**config.mk**
```make
export PLATFORM = sky130hd
export DESIGN_NAME = la_cmd_rx
export DESIGN_NICKNAME = d
export VERILOG_FILES = /design/src/rtl/la_cmd_pkg.sv /design/src/rtl/la_cmd_parser.sv /design/src/rtl/la_cfg_regs.sv /design/src/rtl/la_id_tx.sv /design/src/rtl/la_cmd_rx.sv
export SDC_FILE = /design/constraint.sdc
export NUM_CORES = 1
export LEC_CHECK = 0
export ABC_AREA = 1
export CORE_MARGIN = 5
export CORE_UTILIZATION = 40
export CTS_CLUSTER_SIZE = 25
export DETAILED_ROUTE_END_ITERATION = 16
export PLACE_DENSITY = 0.66
export SYNTH_ARGS = -nofsm -noshare
export SYNTH_HDL_FRONTEND = slang
export SYNTH_HIERARCHICAL = 1
export SYNTH_SLANG_ARGS = --single-unit
```
**constraint.sdc**
```tcl
create_clock -name clk -period 2 [get_ports clk]
set_clock_uncertainty 0.05 [all_clocks]
set_input_delay 0.4 -clock clk [delete_from_list [all_inputs] [get_ports clk]]
set_output_delay 0.4 -clock clk [all_outputs]
set_load 0.03 [all_outputs]
```
**src/rtl/la_cmd_pkg.sv**
```systemverilog
package la_cmd_pkg;
  localparam logic [7:0] OP_RESET     = 8'h00;
  localparam logic [7:0] OP_RUN       = 8'h01;
  localparam logic [7:0] OP_IDENT     = 8'h02;
  localparam logic [7:0] OP_META      = 8'h04;
  localparam logic [7:0] OP_DIVIDER   = 8'h80;
  localparam logic [7:0] OP_SIZE      = 8'h81;
  localparam logic [7:0] OP_FLAGS     = 8'h82;
  localparam logic [7:0] OP_TRIG_BASE = 8'hC0;
  localparam int         SIG_LEN      = 4;

  typedef enum logic {PS_IDLE, PS_ARG} parse_state_t;

  function automatic logic [7:0] sig_byte(input int idx);
    case (idx)
      0:       sig_byte = 8'h31;
      1:       sig_byte = 8'h53;
      2:       sig_byte = 8'h4C;
      default: sig_byte = 8'h4F;
    endcase
  endfunction
endpackage

```
**src/rtl/la_cmd_parser.sv**
```systemverilog
module la_cmd_parser
  import la_cmd_pkg::*;
#(
  parameter int BYTE_W    = 8,
  parameter int ARG_BYTES = 4
) (
  input  logic                        clk,
  input  logic                        rst,
  input  logic                        in_valid,
  input  logic [BYTE_W-1:0]           in_byte,
  output logic                        run_p,
  output logic                        reset_p,
  output logic                        ident_p,
  output logic                        wr_p,
  output logic [BYTE_W-1:0]           wr_op,
  output logic [ARG_BYTES*BYTE_W-1:0] wr_arg
);
  localparam int ARG_W = ARG_BYTES * BYTE_W;
  localparam int CNT_W = (ARG_BYTES > 1) ? $clog2(ARG_BYTES) : 1;
  localparam logic [CNT_W-1:0] LAST_IDX = CNT_W'(ARG_BYTES - 1);

  parse_state_t     state_q;
  logic [CNT_W-1:0] cnt_q;
  logic [BYTE_W-1:0] op_q;
  logic [ARG_W-1:0]  arg_q;

  always_ff @(posedge clk) begin
    if (rst) begin
      state_q <= PS_IDLE;
      cnt_q   <= '0;
      op_q    <= '0;
      arg_q   <= '0;
      run_p   <= 1'b0;
      reset_p <= 1'b0;
      ident_p <= 1'b0;
      wr_p    <= 1'b0;
    end else begin
      run_p   <= 1'b0;
      reset_p <= 1'b0;
      ident_p <= 1'b0;
      wr_p    <= 1'b0;
      if (in_valid) begin
        case (state_q)
          PS_IDLE: begin
            if (in_byte[BYTE_W-1]) begin
              op_q    <= in_byte;
              cnt_q   <= '0;
              state_q <= PS_ARG;
            end else begin
              reset_p <= (in_byte == BYTE_W'(OP_RESET));
              run_p   <= (in_byte == BYTE_W'(OP_RUN));
              ident_p <= (in_byte == BYTE_W'(OP_IDENT));
            end
          end
          default: begin
            arg_q[int'(cnt_q)*BYTE_W +: BYTE_W] <= in_byte;
            if (cnt_q == LAST_IDX) begin
              wr_p    <= 1'b1;
              cnt_q   <= '0;
              state_q <= PS_IDLE;
            end else begin
              cnt_q <= cnt_q + 1'b1;
            end
          end
        endcase
      end
    end
  end

  assign wr_op  = op_q;
  assign wr_arg = arg_q;

  a_r4_strobes_exclusive: assert property (@(posedge clk) disable iff (rst)
    $onehot0({run_p, reset_p, ident_p, wr_p}));
  a_r12_strobe_needs_byte: assert property (@(posedge clk) disable iff (rst)
    (run_p || reset_p || ident_p || wr_p) |-> $past(in_valid));
  a_r7_write_ends_arg: assert property (@(posedge clk) disable iff (rst)
    wr_p |-> state_q == PS_IDLE && $past(state_q == PS_ARG));
endmodule

```
**src/rtl/la_cfg_regs.sv**
```systemverilog
module la_cfg_regs
  import la_cmd_pkg::*;
#(
  parameter int NUM_STAGES = 4,
  parameter int ARG_W      = 32,
  parameter int FLAG_W     = 8
) (
  input  logic                        clk,
  input  logic                        rst,
  input  logic                        wr_p,
  input  logic [7:0]                  wr_op,
  input  logic [ARG_W-1:0]            wr_arg,
  output logic [ARG_W-1:0]            divider_o,
  output logic [ARG_W-1:0]            size_o,
  output logic [FLAG_W-1:0]           flags_o,
  output logic [NUM_STAGES*ARG_W-1:0] trig_mask_o,
  output logic [NUM_STAGES*ARG_W-1:0] trig_value_o,
  output logic [NUM_STAGES*ARG_W-1:0] trig_cfg_o
);
  localparam int TRIG_SPAN = 4 * NUM_STAGES;

  logic [ARG_W-1:0]  div_q, size_q;
  logic [FLAG_W-1:0] flags_q;

  always_ff @(posedge clk) begin
    if (rst) begin
      div_q   <= '0;
      size_q  <= '0;
      flags_q <= '0;
    end else if (wr_p) begin
      if (wr_op == OP_DIVIDER) div_q   <= wr_arg;
      if (wr_op == OP_SIZE)    size_q  <= wr_arg;
      if (wr_op == OP_FLAGS)   flags_q <= wr_arg[FLAG_W-1:0];
    end
  end

  assign divider_o = div_q;
  assign size_o    = size_q;
  assign flags_o   = flags_q;

  for (genvar s = 0; s < NUM_STAGES; s++) begin : g_stage
    localparam logic [7:0] BASE = OP_TRIG_BASE + 8'(4 * s);
    logic [ARG_W-1:0] mask_q, value_q, cfg_q;

    always_ff @(posedge clk) begin
      if (rst) begin
        mask_q  <= '0;
        value_q <= '0;
        cfg_q   <= '0;
      end else if (wr_p) begin
        if (wr_op == BASE)        mask_q  <= wr_arg;
        if (wr_op == BASE + 8'd1) value_q <= wr_arg;
        if (wr_op == BASE + 8'd2) cfg_q   <= wr_arg;
      end
    end

    assign trig_mask_o[s*ARG_W +: ARG_W]  = mask_q;
    assign trig_value_o[s*ARG_W +: ARG_W] = value_q;
    assign trig_cfg_o[s*ARG_W +: ARG_W]   = cfg_q;
  end

  function automatic logic op_known(input logic [7:0] op);
    int rel;
    rel = int'(op) - int'(OP_TRIG_BASE);
    op_known = (op == OP_DIVIDER) || (op == OP_SIZE) || (op == OP_FLAGS) ||
               (rel >= 0 && rel < TRIG_SPAN && op[1:0] != 2'b11);
  endfunction

  a_r11_unknown_no_change: assert property (@(posedge clk) disable iff (rst)
    (wr_p && !op_known(wr_op)) |=>
      $stable(div_q) && $stable(size_q) && $stable(flags_q) &&
      $stable(trig_mask_o) && $stable(trig_value_o) && $stable(trig_cfg_o));
  a_r8_divider_load: assert property (@(posedge clk) disable iff (rst)
    (wr_p && wr_op == OP_DIVIDER) |=> div_q == $past(wr_arg));
  a_r9_flags_quiet: assert property (@(posedge clk) disable iff (rst)
    !wr_p |=> $stable(flags_q) && $stable(div_q) && $stable(size_q));
endmodule

```
**src/rtl/la_id_tx.sv**
```systemverilog
module la_id_tx
  import la_cmd_pkg::*;
#(
  parameter int BYTE_W = 8
) (
  input  logic              clk,
  input  logic              rst,
  input  logic              start_p,
  input  logic              abort_p,
  input  logic              tx_ready,
  output logic              tx_valid,
  output logic [BYTE_W-1:0] tx_data
);
  localparam int IDX_W = $clog2(SIG_LEN);
  localparam logic [IDX_W-1:0] LAST_IDX = IDX_W'(SIG_LEN - 1);

  logic [IDX_W-1:0]  idx_q;
  logic              valid_q;
  logic [BYTE_W-1:0] data_q;

  always_ff @(posedge clk) begin
    if (rst) begin
      idx_q   <= '0;
      valid_q <= 1'b0;
      data_q  <= '0;
    end else if (abort_p) begin
      valid_q <= 1'b0;
      idx_q   <= '0;
    end else if (!valid_q) begin
      if (start_p) begin
        valid_q <= 1'b1;
        idx_q   <= '0;
        data_q  <= BYTE_W'(sig_byte(0));
      end
    end else if (tx_ready) begin
      if (idx_q == LAST_IDX) begin
        valid_q <= 1'b0;
        idx_q   <= '0;
      end else begin
        idx_q  <= idx_q + 1'b1;
        data_q <= BYTE_W'(sig_byte(int'(idx_q) + 1));
      end
    end
  end

  assign tx_valid = valid_q;
  assign tx_data  = data_q;

  a_r5_hold_when_stalled: assert property (@(posedge clk) disable iff (rst)
    (tx_valid && !tx_ready && !abort_p) |=> tx_valid && $stable(tx_data));
  a_r5_first_byte: assert property (@(posedge clk) disable iff (rst)
    $rose(tx_valid) |-> tx_data == BYTE_W'(8'h31));
  a_r2_abort_drops: assert property (@(posedge clk) disable iff (rst)
    abort_p |=> !tx_valid);
endmodule

```
**src/rtl/la_cmd_rx.sv**
```systemverilog
module la_cmd_rx
  import la_cmd_pkg::*;
#(
  parameter int NUM_STAGES = 4,
  parameter int ARG_BYTES  = 4,
  parameter int FLAG_W     = 8
) (
  input  logic                                clk,
  input  logic                                rst,
  input  logic                                rx_valid,
  input  logic [7:0]                          rx_data,
  input  logic                                tx_ready,
  output logic                                tx_valid,
  output logic [7:0]                          tx_data,
  output logic                                run_pulse,
  output logic                                reset_pulse,
  output logic                                cfg_wr,
  output logic [ARG_BYTES*8-1:0]              divider,
  output logic [ARG_BYTES*8-1:0]              capture_size,
  output logic [FLAG_W-1:0]                   flags,
  output logic [NUM_STAGES*ARG_BYTES*8-1:0]   trig_mask,
  output logic [NUM_STAGES*ARG_BYTES*8-1:0]   trig_value,
  output logic [NUM_STAGES*ARG_BYTES*8-1:0]   trig_cfg
);
  localparam int ARG_W = ARG_BYTES * 8;

  logic             ident_p;
  logic [7:0]       wr_op;
  logic [ARG_W-1:0] wr_arg;

  la_cmd_parser #(.BYTE_W(8), .ARG_BYTES(ARG_BYTES)) u_parser (
    .clk     (clk),
    .rst     (rst),
    .in_valid(rx_valid),
    .in_byte (rx_data),
    .run_p   (run_pulse),
    .reset_p (reset_pulse),
    .ident_p (ident_p),
    .wr_p    (cfg_wr),
    .wr_op   (wr_op),
    .wr_arg  (wr_arg)
  );

  la_cfg_regs #(.NUM_STAGES(NUM_STAGES), .ARG_W(ARG_W), .FLAG_W(FLAG_W)) u_regs (
    .clk         (clk),
    .rst         (rst),
    .wr_p        (cfg_wr),
    .wr_op       (wr_op),
    .wr_arg      (wr_arg),
    .divider_o   (divider),
    .size_o      (capture_size),
    .flags_o     (flags),
    .trig_mask_o (trig_mask),
    .trig_value_o(trig_value),
    .trig_cfg_o  (trig_cfg)
  );

  la_id_tx #(.BYTE_W(8)) u_idtx (
    .clk     (clk),
    .rst     (rst),
    .start_p (ident_p),
    .abort_p (reset_pulse),
    .tx_ready(tx_ready),
    .tx_valid(tx_valid),
    .tx_data (tx_data)
  );

  a_r1_quiet_after_reset: assert property (@(posedge clk)
    $past(rst) |-> !run_pulse && !reset_pulse && !cfg_wr && !tx_valid);
endmodule

```
==> results.cfg, run 1 <==
[run_status]
status = completed

[run]
maxCapViolations = 0

[power_and_ir_drop]
switchingPower_mw = 4.876
power.share.combinational_pct = 4.2
p_int_mw = 16.84
ir_worst_vdd_v = 0.0005992
p_per_area_nw_per_um2 = 776.8
p_sw_share_pct = 22.45
sequentialPowerShare_pct = 47.2
p_clk_share_pct = 48.6
p_leak_nw = 13.90

[synth]
synth.area.mux_share_pct = 0
synthXorXnorAreaFrac_pct = 0
synth_top_family_by_area = simple AND/OR/NAND/NOR gates
yosys.area.top_type = dfxtp_1
synth_flop_cell = dfxtp_1
syn_inst = 2942
synthArstFlopShare_pct = 0
synth_compound_area_share_pct = 1.810
synthAdderAreaFrac_pct = 0.6135
synth.avg_cell_area_um2 = 6.932
syn-cell-area_um2 = 20390
yosys_warnings = 6
ys_types = 33
yosys-top-cells-area = dfxtp_1 (50%), nor2_1 (18%), nand3_1 (11%)
ys_ff_latch = 512
syn_nets = 2964
synth-edff-count = 0
synth-simple-area-share_pct = 40.62
yosysSeqAreaShare_pct = 50.26
synth_top_area_share_pct = 50.26

[detailed_routing]
drcViolationCount = 0
wl_um = 80020
drtAntennaViolNets = 0
num_vias = 20900
first_iter_violations = 2089
firstDrtPassIters = 7
vias_per_cell = 5.120
wl_per_cell_um = 19.60

[clock_network]
cts_sinks = 512
cts_setup_buffers = 0
cts_buffer_depth = 3
hold_buffers = 0
h-tree-depth = 2
cts_buffers = 53
clock_latency_ns = 0.60
clk_pin_slew_ns = 0.06
cts_tree = built
root_buffer = clkbuf_16

[layout]
fin_cells = 4083
n_fill_cell = 4872
synthToLayoutAreaGrowth_pct = 37.10
drive_gt1_share_pct = 7.916
mostFrequentLayoutCell = nor2_1
seqCellArea_um2 = 10250
nets = 3390
layout_common_cells = nor2_1 (944), nand2_1 (576), dfxtp_1 (512), dlygate4sd2_1 (466), nand3_1 (441)
diodes = 0
multi_input_area_um2 = 8881

[critical_path]
max_stage_delay_ns = 0.45
crit_slowest_cell = dfxtp_1
path_buf_inv = 1
cp_max_fo = 6
cp-start-kind = flop
path_cells = dlygate4sd2_1
critPathKind = reg2out
cp-end-kind = primary output
required_ns = 1.55
cp_top_family = flip-flops
cp.arrival_ns = 1.49

[placed_design]
hpwl_um = 55440
gp_congestion = 0.8902
dp.cells = 3985
io_buffers = 478

[hold_path]
min_path_type = in2reg

[global_routing]
antenna_found_initial = 1
grt_pass1_vias = 19410
grt_util_all_layers_pct = 27.22
grt_remaining_overflow = 0
grt_max_degree = 66
grt_pass1_wl_um = 119700

[timing]
clock.fmax_mhz = 515.7
layout_min_cycle_time_ns = 1.939
setup_viol = 0
period_share_pct = 96.96
relSlewSlack_pct = 56.02
hold_viol = 0
maxSlewViolCount = 0
rsz0062_at_grt = no
setup_tns_ns = 0
tightest_slew_ns = 0.6589

[floorplan]
dieHeight_um = 235.8
start_util_pct = 40.57
core.rowCount = 82
io-pin-count = 480
core-area_um2 = 50270
die_w_um = 235.8
die_area_um2 = 55600
## metrics by stage
| stage | worst slack [ns] | total power, mW | instance area, um^2 | hold WS (ns) | util, % |
|---|---|---|---|---|---|
| final | 0.06077 | 21.72 | 27960 | 0.3811 | 55.62 |
| after global routing | 0.002037 | 22.37 | 27960 | 0.3621 | 55.62 |
| after CTS | 0.02944 | 21.85 | 27960 | 0.3461 | 55.62 |
| after detailed placement | 0.07003 | 11.37 | 26670 | 0.4075 | 53.06 |
| after global placement | 0.1418 | 11.36 | 26670 | 0.4024 | 53.06 |
| after floorplan | 0.2756 | 11.03 | 20390 | 0.3938 | - |
## Yosys cell counts (5+ instances only)
library cell	instances
nand3_1	442
dfxtp_1	512
nor2_1	967
inv_2	5
buf_1	53
nand2_1	576
buf_2	48
a21oi_1	44
o21ai_0	16
clkbuf_1	118
a21oi_2	5
ha_1	10
inv_1	107
## tightest hold or removal path, stage by stage
cell             delay, ns
clkdlybuf4s50_1       0.46
nand2_1               0.09
nor2_1                0.04
## state kept, by name, summed over array words and instances (netlist names)
register	flops
u_regs/g_stage.value_q	128
u_parser/state_q	1
u_parser/reset_p	1
u_parser/ident_p	1
u_regs/flags_o	8
u_idtx/tx_data	6
u_parser/run_p	1
u_parser/wr_p	1
u_regs/divider_o	32
u_parser/cnt_q	2
u_idtx/tx_valid	1
u_idtx/idx_q	2
u_regs/size_o	32
u_regs/g_stage.mask_q	128
u_regs/g_stage.cfg_q	128
u_parser/wr_arg	32
u_parser/wr_op	8
## kinds of logic (layout without fill, tap and decap cells)
kind of cell / after synthesis / in the layout
flip-flops: 512 / 512
AO/OA/AOI/OAI: 68 / 68
other: 1 / 1
AND/OR/NAND/NOR: 2013 / 2013
buffers and inverters: 338 / 807
adder cells (fa/ha/maj): 10 / 10
## final cells by class
cell class / instances / share of cell area (%)
inverters: 113 / 1.544
flip-flops and latches: 512 / 36.66
multi-input cells: 2092 / 31.76
clock inverters: 28 / 1.280
repair buffers: 596 / 20.35
clock buffers: 70 / 5.401
well taps: 672 / 3.007
## timing repair
action                                  in CTS  in global routing
hold endpoints to repair                     0                  0
gates resized for setup                    469                  0
endpoints found under the setup margin     467                  0
## power groups by stage
stage                     sequential (mW)  clock, mW  combinational, mW
after global routing                 10.2       11.1              0.991
after detailed placement             10.5          0              0.894
final                                10.2       10.6              0.912
after floorplan                      10.5          0              0.561
after global placement               10.5          0              0.883
after CTS                            10.2       10.7              0.898
## per-layer routing
layer,GRT usage [%],wire length [um]
met5,0,0
met4,10.70,3485
met3,6.693,7102
met2,44.28,36900
met1,35.02,32530
## path summary, 6_finish.rpt
check                               start                             to  slack [ns]  cells past startpoint
max                       u_idtx/tx_valid                       tx_valid        0.06                      1
min                            rx_data[0]                 u_parser/run_p        0.38                      3
max reg2reg             u_parser/wr_op[6]  u_regs/g_stage[2].value_q[10]        0.20                      7
min reg2reg  u_regs/g_stage[1].mask_q[22]   u_regs/g_stage[1].mask_q[22]        0.41                      2
Note: power is estimated with default switching activity, not from simulation.
==> run 2, diff against run 1 <==
--- a/config.mk
+++ b/config.mk
@@ -8,8 +8,10 @@
 export ABC_AREA = 1
 export CORE_MARGIN = 5
 export CORE_UTILIZATION = 40
+export CTS_BUF_LIST = sky130_fd_sc_hd__clkbuf_16
 export CTS_CLUSTER_SIZE = 25
 export DETAILED_ROUTE_END_ITERATION = 16
+export GPL_TIMING_DRIVEN = 0
 export PLACE_DENSITY = 0.66
 export SYNTH_ARGS = -nofsm -noshare
 export SYNTH_HDL_FRONTEND = slang
==> run 2 against run 1 <==
Power shrank 6.1%. Die area is the same. Register-to-register slack lost 0.17 ns. Largest power group is now registers. Utilization shrank 1.2 points. Final cell count grew 2.7%. Fmax shrank 1.7%. Sequential share of layout area grew 0.79 points. Critical path type unchanged. Clock power shrank 13%. Sequential cell count is the same.
==> results.cfg, run 2 (same netlist as run 1, synthesis figures left out) <==
[run_status]
status = completed

[timing]
period_share_pct = 98.66
hold_viol = 0
layout_min_cycle_time_ns = 1.973
maxSlewViolCount = 0
setup_viol = 0
clock.fmax_mhz = 506.8
tightest_slew_ns = 1.202
rsz0062_at_grt = yes
relSlewSlack_pct = 19.89
hold_ws_ns = 0.4113

[detailed_routing]
num_vias = 21100
vias_per_cell = 5.031
wl_per_cell_um = 20.12
wl_um = 84390
drtAntennaViolNets = 0
first_iter_violations = 2031
firstDrtPassIters = 6
drcViolationCount = 0

[hold_path]
min_path_type = reg2reg
min-delay-start = u_regs/size_o[3]
hold_path_end = u_regs/size_o[3]
hold_depth = 2

[critical_path]
cp-start-kind = flop
reg2regPathDepth = 5
worstReg2RegStart = u_parser/wr_arg[5]
cp.arrival_ns = 1.52
critPathKind = reg2out
path_buf_inv = 1
crit_slowest_cell = clkdlybuf4s15_1
cp_max_fo = 2
path_cells = clkdlybuf4s15_1
required_ns = 1.55
cp_top_family = buffers and inverters
cp-end-kind = primary output
r2r-end = u_regs/g_stage[1].mask_q[5]
max_stage_delay_ns = 0.57
r2r_setup_slack_ns = 0.03

[power_and_ir_drop]
p_sw_share_pct = 23.42
sequentialPowerShare_pct = 50.3
p_per_area_nw_per_um2 = 745.0
p_int_mw = 15.62
ir_worst_vdd_v = 0.0006657
p_clk_share_pct = 45.4
p_leak_nw = 13.86
power.share.combinational_pct = 4.4
switchingPower_mw = 4.777

[floorplan]
start_util_pct = 40.57
die_area_um2 = 55600
core.rowCount = 82
core-area_um2 = 50270
io-pin-count = 480
dieHeight_um = 235.8
die_w_um = 235.8

[clock_network]
cts_buffers = 53
clock_latency_ns = 0.60
cts_buffer_depth = 3
cts_sinks = 512
h-tree-depth = 2
clk_pin_slew_ns = 0.06
cts_tree = built
root_buffer = clkbuf_16

[layout]
nets = 3501
top_regs = u_regs/g_stage.cfg_q: 128 flops, u_regs/g_stage.mask_q: 128 flops, u_regs/g_stage.value_q: 128 flops
synthToLayoutAreaGrowth_pct = 34.24
mostFrequentLayoutCell = nor2_1
layout_common_cells = nor2_1 (945), nand2_1 (575), dfxtp_1 (511), dlygate4sd2_1 (464), nand3_1 (439)
fin_util_pct = 54.46
drive_gt1_share_pct = 7.760

[placed_design]
gp_congestion = 0.9380
hpwl_um = 62330
io_buffers = 477

[global_routing]
antenna_found_initial = 2
grt_remaining_overflow = 0
grt_pass1_vias = 19760
grt_max_degree = 14
grt_util_all_layers_pct = 28.95
grt_pass1_wl_um = 124500

[run]
maxCapViolations = 0
-- run 2: area by class of cell --
type	instances	area, um^2
Antenna cell	4	10.01
Buffer	225	1092
Clock buffer	55	1376
Clock inverter	39	212.7
Fill cell	5129	22900
Inverter	113	425.4
Multi-Input combinational cell	2092	8921
Sequential cell	512	10250
Tap cell	672	840.8
Timing Repair Buffer	482	4248
-- run 2: how the worst max path moves through the flow --
stage / cells after the start / startpoint / slack [ns] / to
after floorplan: 6 / u_parser/wr_p / 0.28 / u_regs/g_stage[1].cfg_q[17]
after global placement: 6 / rst / -0.90 / u_regs/size_o[28]
after detailed placement: 6 / rst / -0.90 / u_regs/size_o[29]
after CTS: 1 / u_regs/g_stage[3].value_q[5] / 0.002 / trig_value[101]
after global routing: 7 / u_parser/wr_op[1] / -0.06 / u_regs/g_stage[1].value_q[9]
final: 1 / u_regs/g_stage[3].value_q[5] / 0.03 / trig_value[101]
-- run 2: power by group through the flow --
stage / Clock [mW] / Combinational, mW / Sequential (mW)
floorplan: 0 / 0.561 / 10.5
global placement: 0 / 0.832 / 10.5
detailed placement: 0 / 0.844 / 10.5
CTS: 9.42 / 0.870 / 10.3
global route: 9.82 / 0.981 / 10.2
finish: 9.25 / 0.893 / 10.3
-- run 2: metal layers --
metal | global-route usage [%] | vias to the layer above | share of wire (%)
met1 | 37.18 | 9813 | 41
met4 | 10.38 | 0 | 3.9
li1 | - | 10220 | -
met2 | 47.15 | 915 | 46
met5 | 0 | - | 0
met3 | 7.791 | 155 | 9.5
-- run 2: stage by stage --
stage	cells	setup slack, ns	TNS, ns	area, um^2	power, mW
after floorplan	2942	0.2756	0	20390	11.03
after global placement	4091	-0.9024	-304.16	26010	11.31
after detailed placement	4091	-0.9035	-312.00	26010	11.32
after CTS	4190	0.002403	0	27240	20.54
after global routing	4193	-0.05949	-0.3019	27380	21.05
final	4194	0.02681	0	27380	20.40
-- run 2: what timing repair did --
| action | CTS | global route |
|---|---|---|
| pin swaps | 2 | 0 |
| endpoints found under the setup margin | 909 | 357 |
| hold endpoints to repair | 1 | 0 |
| buffers inserted | 4 | 0 |
| resized for setup | 530 | 140 |
| hold buffers | 1 | 0 |
==> run 3, diff against run 2 <==
--- a/config.mk
+++ b/config.mk
@@ -7,12 +7,11 @@
 export LEC_CHECK = 0
 export ABC_AREA = 1
 export CORE_MARGIN = 5
-export CORE_UTILIZATION = 40
+export CORE_UTILIZATION = 45
 export CTS_BUF_LIST = sky130_fd_sc_hd__clkbuf_16
-export CTS_CLUSTER_SIZE = 25
 export DETAILED_ROUTE_END_ITERATION = 16
 export GPL_TIMING_DRIVEN = 0
-export PLACE_DENSITY = 0.66
+export PLACE_DENSITY = 0.73
 export SYNTH_ARGS = -nofsm -noshare
 export SYNTH_HDL_FRONTEND = slang
 export SYNTH_HIERARCHICAL = 1
==> run 3 against run 2 <==
Clock-buffer cell count is the same. Register-to-register slack lost 0.08 ns. The flow now finishes with violations (setup timing). Setup slack lost 0.079 ns. Clock power grew 5.9%. Critical path type is now reg2reg. Utilization grew 6.3 points. Worst hold slack lost 0.36 ns. Global-route usage grew 2.5 points. Final cell count shrank 1.7%. Wire length shrank 1.6%. Die area shrank 11%. Combinational power grew 1%.
==> results.cfg, run 3 (same netlist as run 1, synthesis figures left out) <==
[critical_path]
critPathKind = reg2reg
required_ns = 2.44
cp-start-kind = flop
cp-end-kind = flop
reg2regPathDepth = 5
cp_max_fo = 10
r2r-end = u_regs/g_stage[2].cfg_q[12]
r2r_setup_slack_ns = -0.05
cp.arrival_ns = 2.49
crit_start = u_parser/wr_arg[12]
worstReg2RegStart = u_parser/wr_arg[12]

[global_routing]
grt_util_all_layers_pct = 31.43
grt_pass1_vias = 19830
grt_pass1_wl_um = 121500
grt.met2_usage_pct = 51.05
top_usage_layer = met2
antenna_found_initial = 3
met3_usage_pct = 7.289
grt_remaining_overflow = 0
met1_usage_pct = 40.34
grt_max_degree = 15

[layout]
n_fill_cell = 4402
multi_input_area_um2 = 8897
mostFrequentLayoutCell = nor2_1
fin_util_pct = 60.74
seqCellArea_um2 = 10250
nets = 3503
synthToLayoutAreaGrowth_pct = 34.28
layout_common_cells = nor2_1 (945), nand2_1 (575), dfxtp_1 (511), dlygate4sd2_1 (466), nand3_1 (439)
top_regs = u_regs/g_stage.cfg_q: 128 flops, u_regs/g_stage.mask_q: 128 flops, u_regs/g_stage.value_q: 128 flops
drive_gt1_share_pct = 7.697
fin_cells = 4124

[floorplan]
dieHeight_um = 222.9
core-area_um2 = 45090
die_area_um2 = 49680
core.rowCount = 78
io-pin-count = 480
start_util_pct = 45.23
die_w_um = 222.9

[clock_network]
cts_buffer_depth = 3
cts_tree = built
root_buffer = clkbuf_16
cts_buffers = 53
cts_sinks = 512
h-tree-depth = 2
hold_buffers = 0
clock_latency_ns = 0.60
clk_pin_slew_ns = 0.07

[power_and_ir_drop]
switchingPower_mw = 4.893
ir_worst_vdd_v = 0.0007299
p_clk_share_pct = 46.8
p_leak_nw = 13.88
p_int_mw = 16.06
power_mw = 20.95
p_sw_share_pct = 23.35
p_per_area_nw_per_um2 = 765.0
power.share.combinational_pct = 4.3
sequentialPowerShare_pct = 48.9

[timing]
tightest_slew_ns = 1.288
rsz0062_at_grt = yes
setup_tns_ns = -0.1620
period_share_pct = 102.6
maxSlewViolCount = 0
setup_slack_ns = -0.05197
relSlewSlack_pct = 14.13
setup_viol = 7
clock.fmax_mhz = 487.3
hold_viol = 0
layout_min_cycle_time_ns = 2.052

[detailed_routing]
firstDrtPassIters = 6
drcViolationCount = 0
wl_per_cell_um = 20.13
wl_um = 83010
first_iter_violations = 2237
num_vias = 21580
vias_per_cell = 5.234
drtAntennaViolNets = 0

[placed_design]
gp_congestion = 0.9128
dp.cells = 4019
io_buffers = 477
hpwl_um = 60630

[run]
maxCapViolations = 0

[run_status]
violations = setup timing
status = finished with violations

[hold_path]
hold_depth = 3
hold_path_end = u_parser/wr_p
min-delay-start = rx_valid
min_path_type = in2reg
==> run 3: changes by cell type in the layout (fill, tap and decap cells not counted), moves of 4 or more <==
cell,before,now
clkbuf_1,46,54
clkdlybuf4s15_2,6,1
clkbuf_4,4,12
clkbuf_2,77,57
buf_1,37,43
clkinv_1,18,7
clkinvlp_4,0,4
==> run 3: repair_timing <==
action | CTS | global route
resized for setup | 516 | 130
buffers inserted | 3 | 4
pin swaps | 1 | 3
setup endpoints to repair | 895 | 409
hold endpoints to repair | 0 | 0
==> run 3: cell type report <==
| cell class | instances | area share, % |
|---|---|---|
| flip-flops and latches | 512 | 37.43 |
| multi-input cells | 2092 | 32.49 |
| repair buffers | 484 | 15.59 |
| clock buffers | 55 | 5.026 |
| plain buffers | 225 | 3.929 |
| well taps | 600 | 2.741 |
| inverters | 113 | 1.553 |
| clock inverters | 40 | 1.211 |
| diodes | 3 | 0.02741 |
==> run 3: how the worst max path moves through the flow <==
stage	endpoint	slack (ns)
2_1_floorplan	u_regs/g_stage[1].cfg_q[17]	0.28
3_3_place_gp	u_regs/size_o[30]	-0.89
3_5_place_dp	u_regs/size_o[30]	-0.91
4_1_cts	u_regs/g_stage[2].value_q[17]	0.001
5_1_grt	u_regs/g_stage[2].mask_q[17]	-0.04
6_report	u_regs/g_stage[2].cfg_q[12]	-0.05
==> run 3: power groups by stage <==
stage               sequential, mW  combinational (mW)  clock [mW]
floorplan                     10.5               0.561           0
global placement              10.5               0.832           0
detailed placement            10.5               0.846           0
CTS                           10.2               0.864        9.90
global route                  10.2               0.969        10.4
finish                        10.2               0.902        9.80
==> run 3: critical path, stage by stage (launching register included) <==
cell and delay, ns:
dfxtp_1 0.35, inv_1 0.23, buf_1 0.91, nand3_1 0.21, nand2_1 0.13, nor2_1 0.05
==> run 3: metrics by stage <==
step	hold WS (ns)	setup slack, ns	instance area (um^2)
3_3_place_gp	0.4013	-0.8907	25920
2_1_floorplan	0.3938	0.2756	20390
3_5_place_dp	0.4046	-0.9065	25920
6_report	0.05209	-0.05197	27390
4_1_cts	0.02038	0.001261	27190
5_1_grt	0.05332	-0.03679	27380
==> run 3: metal layers <==
layer,share of wire (%),vias up
met5,0,-
met3,10,197
met2,46,1154
li1,-,10210
met1,40,10020
met4,4.6,0
